**src/rtl/adc_oneshot_pkg.sv**
```systemverilog
package adc_oneshot_pkg;
   localparam int unsigned REG_W  = 8;
   localparam int unsigned TSEL_W = 2;
   localparam int unsigned N_TRIG = 1 << TSEL_W;

   // control byte bit positions
   localparam int unsigned B_START = 0;
   localparam int unsigned B_STOP  = 1;
   localparam int unsigned B_DONE  = 2;
   localparam int unsigned B_REQ   = 3;
   localparam int unsigned B_HWSEL = 4;
   localparam int unsigned B_TLO   = 5;
   localparam int unsigned B_RSVD  = 6;
   localparam int unsigned B_THI   = 7;

   typedef struct packed {
      logic [TSEL_W-1:0] tsel;
      logic              hw_sel;
      logic              req_dma;
   } cfg_t;
endpackage

```
**src/rtl/adc_trig_sync.sv**
```systemverilog
module adc_trig_sync #(
   parameter int unsigned N_IN        = 4,
   parameter int unsigned SYNC_STAGES = 2
) (
   input  logic            clk,
   input  logic            rst_n,
   input  logic [N_IN-1:0] trig_in,
   output logic [N_IN-1:0] rise
);
   genvar gi;
   generate
      for (gi = 0; gi < N_IN; gi++) begin : g_line
         logic [SYNC_STAGES:0] sh_q;
         always_ff @(posedge clk) begin
            if (!rst_n) sh_q <= '0;
            else        sh_q <= {sh_q[SYNC_STAGES-1:0], trig_in[gi]};
         end
         assign rise[gi] = sh_q[SYNC_STAGES-1] & ~sh_q[SYNC_STAGES];
      end
   endgenerate
endmodule

```
**src/rtl/adc_cfg_reg.sv**
```systemverilog
module adc_cfg_reg
   import adc_oneshot_pkg::*;
(
   input  logic             clk,
   input  logic             rst_n,
   input  logic             wr_en,
   input  logic [REG_W-1:0] wr_data,
   input  logic             done_flag,
   output cfg_t             cfg,
   output logic [REG_W-1:0] rd_data
);
   cfg_t cfg_q;
   logic unused_bits;

   assign unused_bits = ^{wr_data[B_RSVD], wr_data[B_DONE], wr_data[B_STOP], wr_data[B_START]};

   always_ff @(posedge clk) begin
      if (!rst_n) begin
         cfg_q <= '0;
      end else if (wr_en) begin
         cfg_q.tsel    <= {wr_data[B_THI], wr_data[B_TLO]};
         cfg_q.hw_sel  <= wr_data[B_HWSEL];
         cfg_q.req_dma <= wr_data[B_REQ];
      end
   end

   always_comb begin
      rd_data          = '0;
      rd_data[B_THI]   = cfg_q.tsel[1];
      rd_data[B_TLO]   = cfg_q.tsel[0];
      rd_data[B_HWSEL] = cfg_q.hw_sel;
      rd_data[B_REQ]   = cfg_q.req_dma;
      rd_data[B_DONE]  = done_flag;
   end

   assign cfg = cfg_q;
endmodule

```
**src/rtl/adc_conv_seq.sv**
```systemverilog
module adc_conv_seq #(
   parameter int unsigned CONV_CYCLES = 16
) (
   input  logic clk,
   input  logic rst_n,
   input  logic start,
   input  logic stop,
   output logic busy,
   output logic done_flag,
   output logic last
);
   localparam int unsigned CW = (CONV_CYCLES > 1) ? $clog2(CONV_CYCLES) : 1;
   localparam logic [CW-1:0] LAST_CNT = CW'(CONV_CYCLES - 1);

   logic          busy_q;
   logic          done_q;
   logic [CW-1:0] cnt_q;

   assign last = busy_q & ~stop & (cnt_q == LAST_CNT);

   always_ff @(posedge clk) begin
      if (!rst_n) begin
         busy_q <= 1'b0;
         done_q <= 1'b1;
         cnt_q  <= '0;
      end else if (stop) begin
         busy_q <= 1'b0;
         done_q <= 1'b1;
         cnt_q  <= '0;
      end else if (busy_q) begin
         if (last) begin
            busy_q <= 1'b0;
            done_q <= 1'b1;
            cnt_q  <= '0;
         end else begin
            cnt_q <= cnt_q + 1'b1;
         end
      end else if (start) begin
         busy_q <= 1'b1;
         done_q <= 1'b0;
         cnt_q  <= '0;
      end
   end

   assign busy      = busy_q;
   assign done_flag = done_q;
endmodule

```
**src/rtl/adc_oneshot_ctl.sv**
```systemverilog
module adc_oneshot_ctl
   import adc_oneshot_pkg::*;
#(
   parameter int unsigned CONV_CYCLES = 16,
   parameter int unsigned SYNC_STAGES = 2
) (
   input  logic              clk,
   input  logic              rst_n,
   input  logic              wr_en,
   input  logic [REG_W-1:0]  wr_data,
   output logic [REG_W-1:0]  rd_data,
   input  logic              cmp_mode,
   input  logic [N_TRIG-1:0] hw_trig,
   output logic              busy,
   output logic              irq_req,
   output logic              dma_req
);
   generate
      if (CONV_CYCLES < 1) begin : g_bad_len
         $error("CONV_CYCLES must be at least 1");
      end
      if (SYNC_STAGES < 2) begin : g_bad_sync
         $error("SYNC_STAGES must be at least 2");
      end
   endgenerate

   cfg_t              cfg;
   logic              done_flag;
   logic [N_TRIG-1:0] rise;
   logic              sw_go, hw_go, stop_go, last;
   logic              irq_q, dma_q;

   adc_trig_sync #(.N_IN(N_TRIG), .SYNC_STAGES(SYNC_STAGES)) sync_i (
      .clk(clk), .rst_n(rst_n), .trig_in(hw_trig), .rise(rise)
   );

   adc_cfg_reg cfg_i (
      .clk(clk), .rst_n(rst_n), .wr_en(wr_en), .wr_data(wr_data),
      .done_flag(done_flag), .cfg(cfg), .rd_data(rd_data)
   );

   assign sw_go   = wr_en & wr_data[B_START];
   assign stop_go = wr_en & wr_data[B_STOP];
   assign hw_go   = cfg.hw_sel & ~cmp_mode & rise[cfg.tsel];

   adc_conv_seq #(.CONV_CYCLES(CONV_CYCLES)) seq_i (
      .clk(clk), .rst_n(rst_n), .start(sw_go | hw_go), .stop(stop_go),
      .busy(busy), .done_flag(done_flag), .last(last)
   );

   always_ff @(posedge clk) begin
      if (!rst_n) begin
         irq_q <= 1'b0;
         dma_q <= 1'b0;
      end else begin
         irq_q <= last & ~cfg.req_dma;
         dma_q <= last &  cfg.req_dma;
      end
   end

   assign irq_req = irq_q;
   assign dma_req = dma_q;
endmodule

```
**config.mk**
```make
export PLATFORM = sky130hd
export DESIGN_NAME = adc_oneshot_ctl
export DESIGN_NICKNAME = d
export VERILOG_FILES = /design/src/rtl/adc_oneshot_pkg.sv /design/src/rtl/adc_trig_sync.sv /design/src/rtl/adc_cfg_reg.sv /design/src/rtl/adc_conv_seq.sv /design/src/rtl/adc_oneshot_ctl.sv
export SDC_FILE = /design/constraint.sdc
export NUM_CORES = 1
export LEC_CHECK = 0
export ABC_AREA = 1
export BUFFER_PORTS_ARGS = -buffer_cell sky130_fd_sc_hd__buf_4
export CORE_MARGIN = 1.5
export CORE_UTILIZATION = 50
export CTS_CLUSTER_DIAMETER = 100
export DETAILED_ROUTE_END_ITERATION = 16
export PLACE_DENSITY_LB_ADDON = 0.08
export SYNTH_ARGS = -nofsm -noshare
export SYNTH_HDL_FRONTEND = slang
export SYNTH_HIERARCHICAL = 1
export SYNTH_SLANG_ARGS = --single-unit
```
**constraint.sdc**
```tcl
create_clock -name clk -period 1.4 [get_ports clk]
set_input_delay 0.28 -clock clk [delete_from_list [all_inputs] [get_ports clk]]
set_output_delay 0.28 -clock clk [all_outputs]
set_load 0.01 [all_outputs]
```
---- Word level (Yosys, flattened, before mapping) ----
Cells that the tools add are included.
word-level totals
  bits in registers ....................... 24
  bits in latches ......................... 0
  bits in writable memories ............... 0
  bits in read-only memories .............. 0
  input port bits ......................... 16
  output and inout port bits .............. 11
  word-level logic and storage cells ...... 51
  memories kept ........................... 0
cells by class
  add/sub/neg operators ................... 1
  $mul .................................... 0
  divide/modulo/power cells ............... 0
  $lt $le $gt $ge ......................... 1
  equal/unequal tests ..................... 2
  shift operators ......................... 0
  mux-type cells .......................... 11
  bitwise gates (word level) .............. 21
  reductions and logical operators ........ 3
operators with widths
  cell                   number
  $and A1 B1 Y1          12
  $mux W4                3
  $not A1 Y1             8
  $mux W1                7
  $add A4 B1 Y4 const B  1
  $eq A4 B4 Y1 const B   1
  $lt A2 B3 Y1 const B   1
  $bmux W1 S2            1
  $ne A2 B2 Y1 const B   1
  $reduce_and A2 Y1      1
  $reduce_bool A2 Y1     1
  $reduce_or A2 Y1       1
  $or A1 B1 Y1           1

---- Longest topological paths before layout ----
  depth in word-level cells ............... 8
  depth in mapped cells ................... 9
  mapped depth without buffers ............ 9

---- Modules after synthesis ----
The synthesis kept the hierarchy.
by module, submodules not included
  module           times used  cells each  area each (um^2)  sequential area each (um^2)
  adc_trig_sync    1           45          371.6             240.2
  adc_conv_seq     1           41          292.8             120.1
  adc_cfg_reg      1           34          230.2             80.1
  adc_oneshot_ctl  1           21          115.1             40.0

---- Worst setup path after synthesis ----
OpenSTA, ideal clock, no wires.
  path type ............................... reg2reg
  start point ............................. reg cfg_i.cfg_q (netlist bit cfg_i/cfg[2])
  end point ............................... reg seq_i.cnt_q[0]
  library setup time ...................... 70 ps
  data arrival time ....................... 1008 ps
  required time ........................... 1330 ps
  slack ................................... 322 ps
  cell stages (with the launch flop) ...... 9
  path buffers ............................ 0
  period minus slack after synthesis ...... 1078 ps
  cells stage by stage .................... dfxtp_1 -> inv_1 -> nand2_1 -> nand3_1 -> nand3_1 -> nand2_1 -> nor2_1 -> o21ai_0 -> a21oi_1
on the way
  longest elaborated chain between the ends .. 5
RTL lines
  item                                 RTL line               RTL
  from (decl)                          adc_cfg_reg.sv:12      cfg_t cfg_q;
  $bmux W1 S2                          adc_oneshot_ctl.sv:44  assign hw_go = cfg.hw_sel & ~cmp_mode & rise[cfg.tsel];
  $mux W1 (implied by the code)        adc_oneshot_ctl.sv:44
  $and A1 B1 Y1                        adc_oneshot_ctl.sv:44
  $or A1 B1 Y1                         adc_oneshot_ctl.sv:47  .clk(clk), .rst_n(rst_n), .start(sw_go | hw_go), .stop(stop_go),
  $reduce_bool A2 Y1 (no source line)  -
  to (signal assigned)                 adc_conv_seq.sv:36     cnt_q <= cnt_q + 1'b1;
  to (decl)                            adc_conv_seq.sv:17     logic [CW-1:0] cnt_q;
No other way between the ends. The select of a mux whose other input is x is not followed.
A chain may end at the register's enable or synchronous reset.

---- Worst setup path after layout ----
  start point ............................. reg seq_i.busy_q (netlist: seq_i/busy)
  end point ............................... out busy
RTL lines
  item                    RTL line               RTL
  from (decl)             adc_conv_seq.sv:15     logic busy_q;
  from (signal assigned)  adc_conv_seq.sv:23     busy_q <= 1'b0;
  from (signal assigned)  adc_conv_seq.sv:27     busy_q <= 1'b0;
  from (signal assigned)  adc_conv_seq.sv:32     busy_q <= 1'b0;
  to (decl)               adc_oneshot_ctl.sv:14  output logic busy,
No word-level cell between the ends.

==> flow_metrics.env <==
export IMPL_status="complete, no violations"
export IMPL_io_buffer_count=21
export IMPL_fp_row_count=16
export IMPL_hold_viol=0
export IMPL_gp_congestion=0.764
export IMPL_cp_top_family="flip-flops"
export IMPL_syn_inst=141
export IMPL_crit_path_end_kind="output pin"
export IMPL_maxCapViolations=0
export IMPL_grt_use_total_pct=14.2
export IMPL_setup_slack_ns=0.184
export IMPL_antenna_found_initial=0
export IMPL_crit_arrival_ns=0.94
export IMPL_root_buffer="clkbuf_4"
export IMPL_r2r_end="seq_i/cnt_q[0]"
export IMPL_synthSimpleGateAreaFrac_pct=26.3
export IMPL_worstPathBufferInverterCount=1
export IMPL_die_h_um=47.9
export IMPL_rr_worst_depth=9
export IMPL_grt_pass1_wl_um=2270
export IMPL_grt_max_degree=19
export IMPL_diodes=0
export IMPL_path_class="reg -> out"
export IMPL_ys_types=16
export IMPL_period_share_pct=86.9
export IMPL_muxShareOfSynthArea_pct=0
export IMPL_route_detailed_drc=0
export IMPL_avgSynthCellArea_um2=7.16
export IMPL_cts_sinks=24
export IMPL_core_um2=1920
export IMPL_min_path_cells=3
export IMPL_first_iter_violations=11
export IMPL_synth_warnings=6
export IMPL_nFillCells=197
export IMPL_tns_ns=0
export IMPL_cpMaxStageDelayCell="dfxtp_1"
export IMPL_fmaxAchievable_mhz=822
export IMPL_worstReg2RegStart="sync_i/g_line[3].sh_q[1]"
export IMPL_min_to="sync_i/g_line[3].sh_q[0]"
export IMPL_powerDensity_nw_per_um2=1130
export IMPL_setup_viol=0
export IMPL_leakage_nw=0.656
export IMPL_cts_buffers=3
export IMPL_holdCritStartpoint="hw_trig[3]"
export IMPL_worst_clock_skew_ns=0.00684
export IMPL_startpoint_type="register"
export IMPL_clock_path_buffers=2
export IMPL_max_stage_delay_ns=0.47
export IMPL_postRouteAntennaNets=0
export IMPL_area_delta_synth_final_pct=17.1
export IMPL_cts_setup_buffers=0
export IMPL_synth_xor_area_share_pct=0
export IMPL_ys_seq_elements=24
export IMPL_vias_per_cell=4.23
export IMPL_path_clk_slew_ns=0.13
export IMPL_overflow=0
export IMPL_crit_required_ns=1.12
export IMPL_vias=783
export IMPL_dieArea_um2=2300
export IMPL_synth_compound_area_share_pct=4.83
export IMPL_slew_viol_final=0
export IMPL_synth_area_um2=1010
export IMPL_cts_max_level=1
export IMPL_synthAdderAreaFrac_pct=1.24
export IMPL_crit_chain="buf_4"
export IMPL_drt_wirelength_per_cell_um=7.71
export IMPL_totalWireLength_um=1430
export IMPL_rsz0062_at_grt="no"
export IMPL_synth_top_family_by_area="simple AND/OR/NAND/NOR gates"
export IMPL_clkLatencyLatePin_ns=0.30
export IMPL_cp_max_fo=6
export IMPL_final_min_clock_period_ns=1.22
export IMPL_min_path_type="in -> reg"
export IMPL_die_w_um=47.9
export IMPL_hold_buffers=0
export IMPL_grt_pass1_vias=617
export IMPL_peakVddDrop_uv=775
export IMPL_fin_nets=176
export IMPL_dpl_worst_slack_ns=0.143
export IMPL_layout_drive_gt1_share_pct=19.0
export IMPL_cts_tree="done"
export IMPL_drtPass1Iterations=6
export IMPL_finalPower_mw=1.34
export IMPL_io_pins=27
export IMPL_hpwl_um=1130
export IMPL_regToRegSetupSlack_ns=0.23
export IMPL_synth_seq_area_share_pct=47.6
export IMPL_start_util_pct=52.5
[report_power, final]
| group | switching [mW] | internal (mW) | leakage, nW |
|---|---|---|---|
| clock | 0.192 | 0.289 | 0.0279 |
| combinational | 0.0640 | 0.0643 | 0.431 |
| sequential | 0.0173 | 0.711 | 0.197 |
| total | 0.273 | 1.06 | 0.656 |
[cell families (layout without fill, tap and decap cells)]
logic type	count (synthesis)	after routing
simple gates	67	67
buf+inv	41	56
other cells	1	3
fa+ha+maj	1	1
compound gates	7	7
flops	24	24
[tightest hold or removal path: stages]
cell	delay, ns
buf_4	0.07
nand2_1	0.04
inv_1	0.04
[sequential cells by signal, indices dropped and copies added, names as in the netlist]
| register | count |
|---|---|
| seq_i/cnt_q | 4 |
| seq_i/done_flag | 1 |
| sync_i/g_line.sh_q | 12 |
| seq_i/busy | 1 |
| cfg_i/cfg | 4 |
| irq_req | 1 |
| dma_req | 1 |
[worst max-delay path by stage]
stage	start	end	slack [ns]	cells after the start
global route	sync_i/g_line[1].sh_q[1]	seq_i/cnt_q[0]	0.009	9
CTS	cfg_i/cfg[2]	seq_i/cnt_q[0]	0.11	8
global placement	cfg_i/cfg[2]	seq_i/cnt_q[0]	0.15	8
finish	seq_i/busy	busy	0.18	1
detailed placement	cfg_i/cfg[2]	seq_i/cnt_q[0]	0.14	8
floorplan	cfg_i/cfg[2]	seq_i/cnt_q[0]	0.32	8
[area by class of cell]
cell class,instances,area (um^2),area share [%]
Clock buffer,3,22.5,1.90
Timing Repair Buffer,21,158,13.3
Multi-Input combinational cell,78,340,28.8
Sequential cell,24,482,40.7
Clock inverter,1,30.0,2.54
Inverter,31,116,9.84
Tap cell,27,33.8,2.86
[synth_stat cells]
master	number	area (um^2)
nand3_1	5	25.0
ha_1	1	12.5
conb_1	1	3.75
nand4_1	1	6.26
nor2_1	20	75.1
buf_6	2	22.5
o21ai_0	2	10.0
inv_2	1	3.75
o21bai_4	1	18.8
nand2_1	38	143
buf_4	8	60.1
nand2_2	1	6.26
a21oi_1	4	20.0
nor3_1	2	10.0
dfxtp_1	24	480
inv_1	30	113
[timing repair]
item / 4_1_cts / 5_1_grt
setup endpoints to repair: 0 / 3
resized for setup: 0 / 2
endpoints found under the hold margin: 0 / 0
[stage by stage]
stage	util (%)	hold slack [ns]	instances	cell area, um^2
after global placement	58.6	0.390	181	1130
after CTS	61.3	0.126	185	1180
after detailed placement	58.6	0.401	181	1130
after global routing	61.5	0.139	185	1180
final	61.5	0.142	185	1180
after floorplan	-	0.378	143	1020
[layout by cell type (no fill, tap or decap)]
| master | count |
|---|---|
| nor2_1 | 19 |
| buf_4 | 21 |
| nand4_1 | 1 |
| o21bai_4 | 1 |
| inv_1 | 30 |
| o21ai_0 | 2 |
| nor2_2 | 1 |
| dfxtp_1 | 23 |
| ha_1 | 1 |
| nand2_2 | 1 |
| bufinv_16 | 1 |
| conb_1 | 3 |
| clkbuf_4 | 3 |
| nor3_1 | 2 |
| nand2_1 | 38 |
| inv_2 | 1 |
| nand3_1 | 5 |
| a21oi_1 | 4 |
| dfxtp_2 | 1 |
[layer usage]
metal  global-route usage, %  vias up  share of wire, %
li1                        -      430                 -
met1                    18.2      335                46
met2                    22.7       16                48
met3                    2.26        2               4.3
met4                    8.11        0               1.1
met5                       0        -                 0
(Power assumes the default switching activity.)
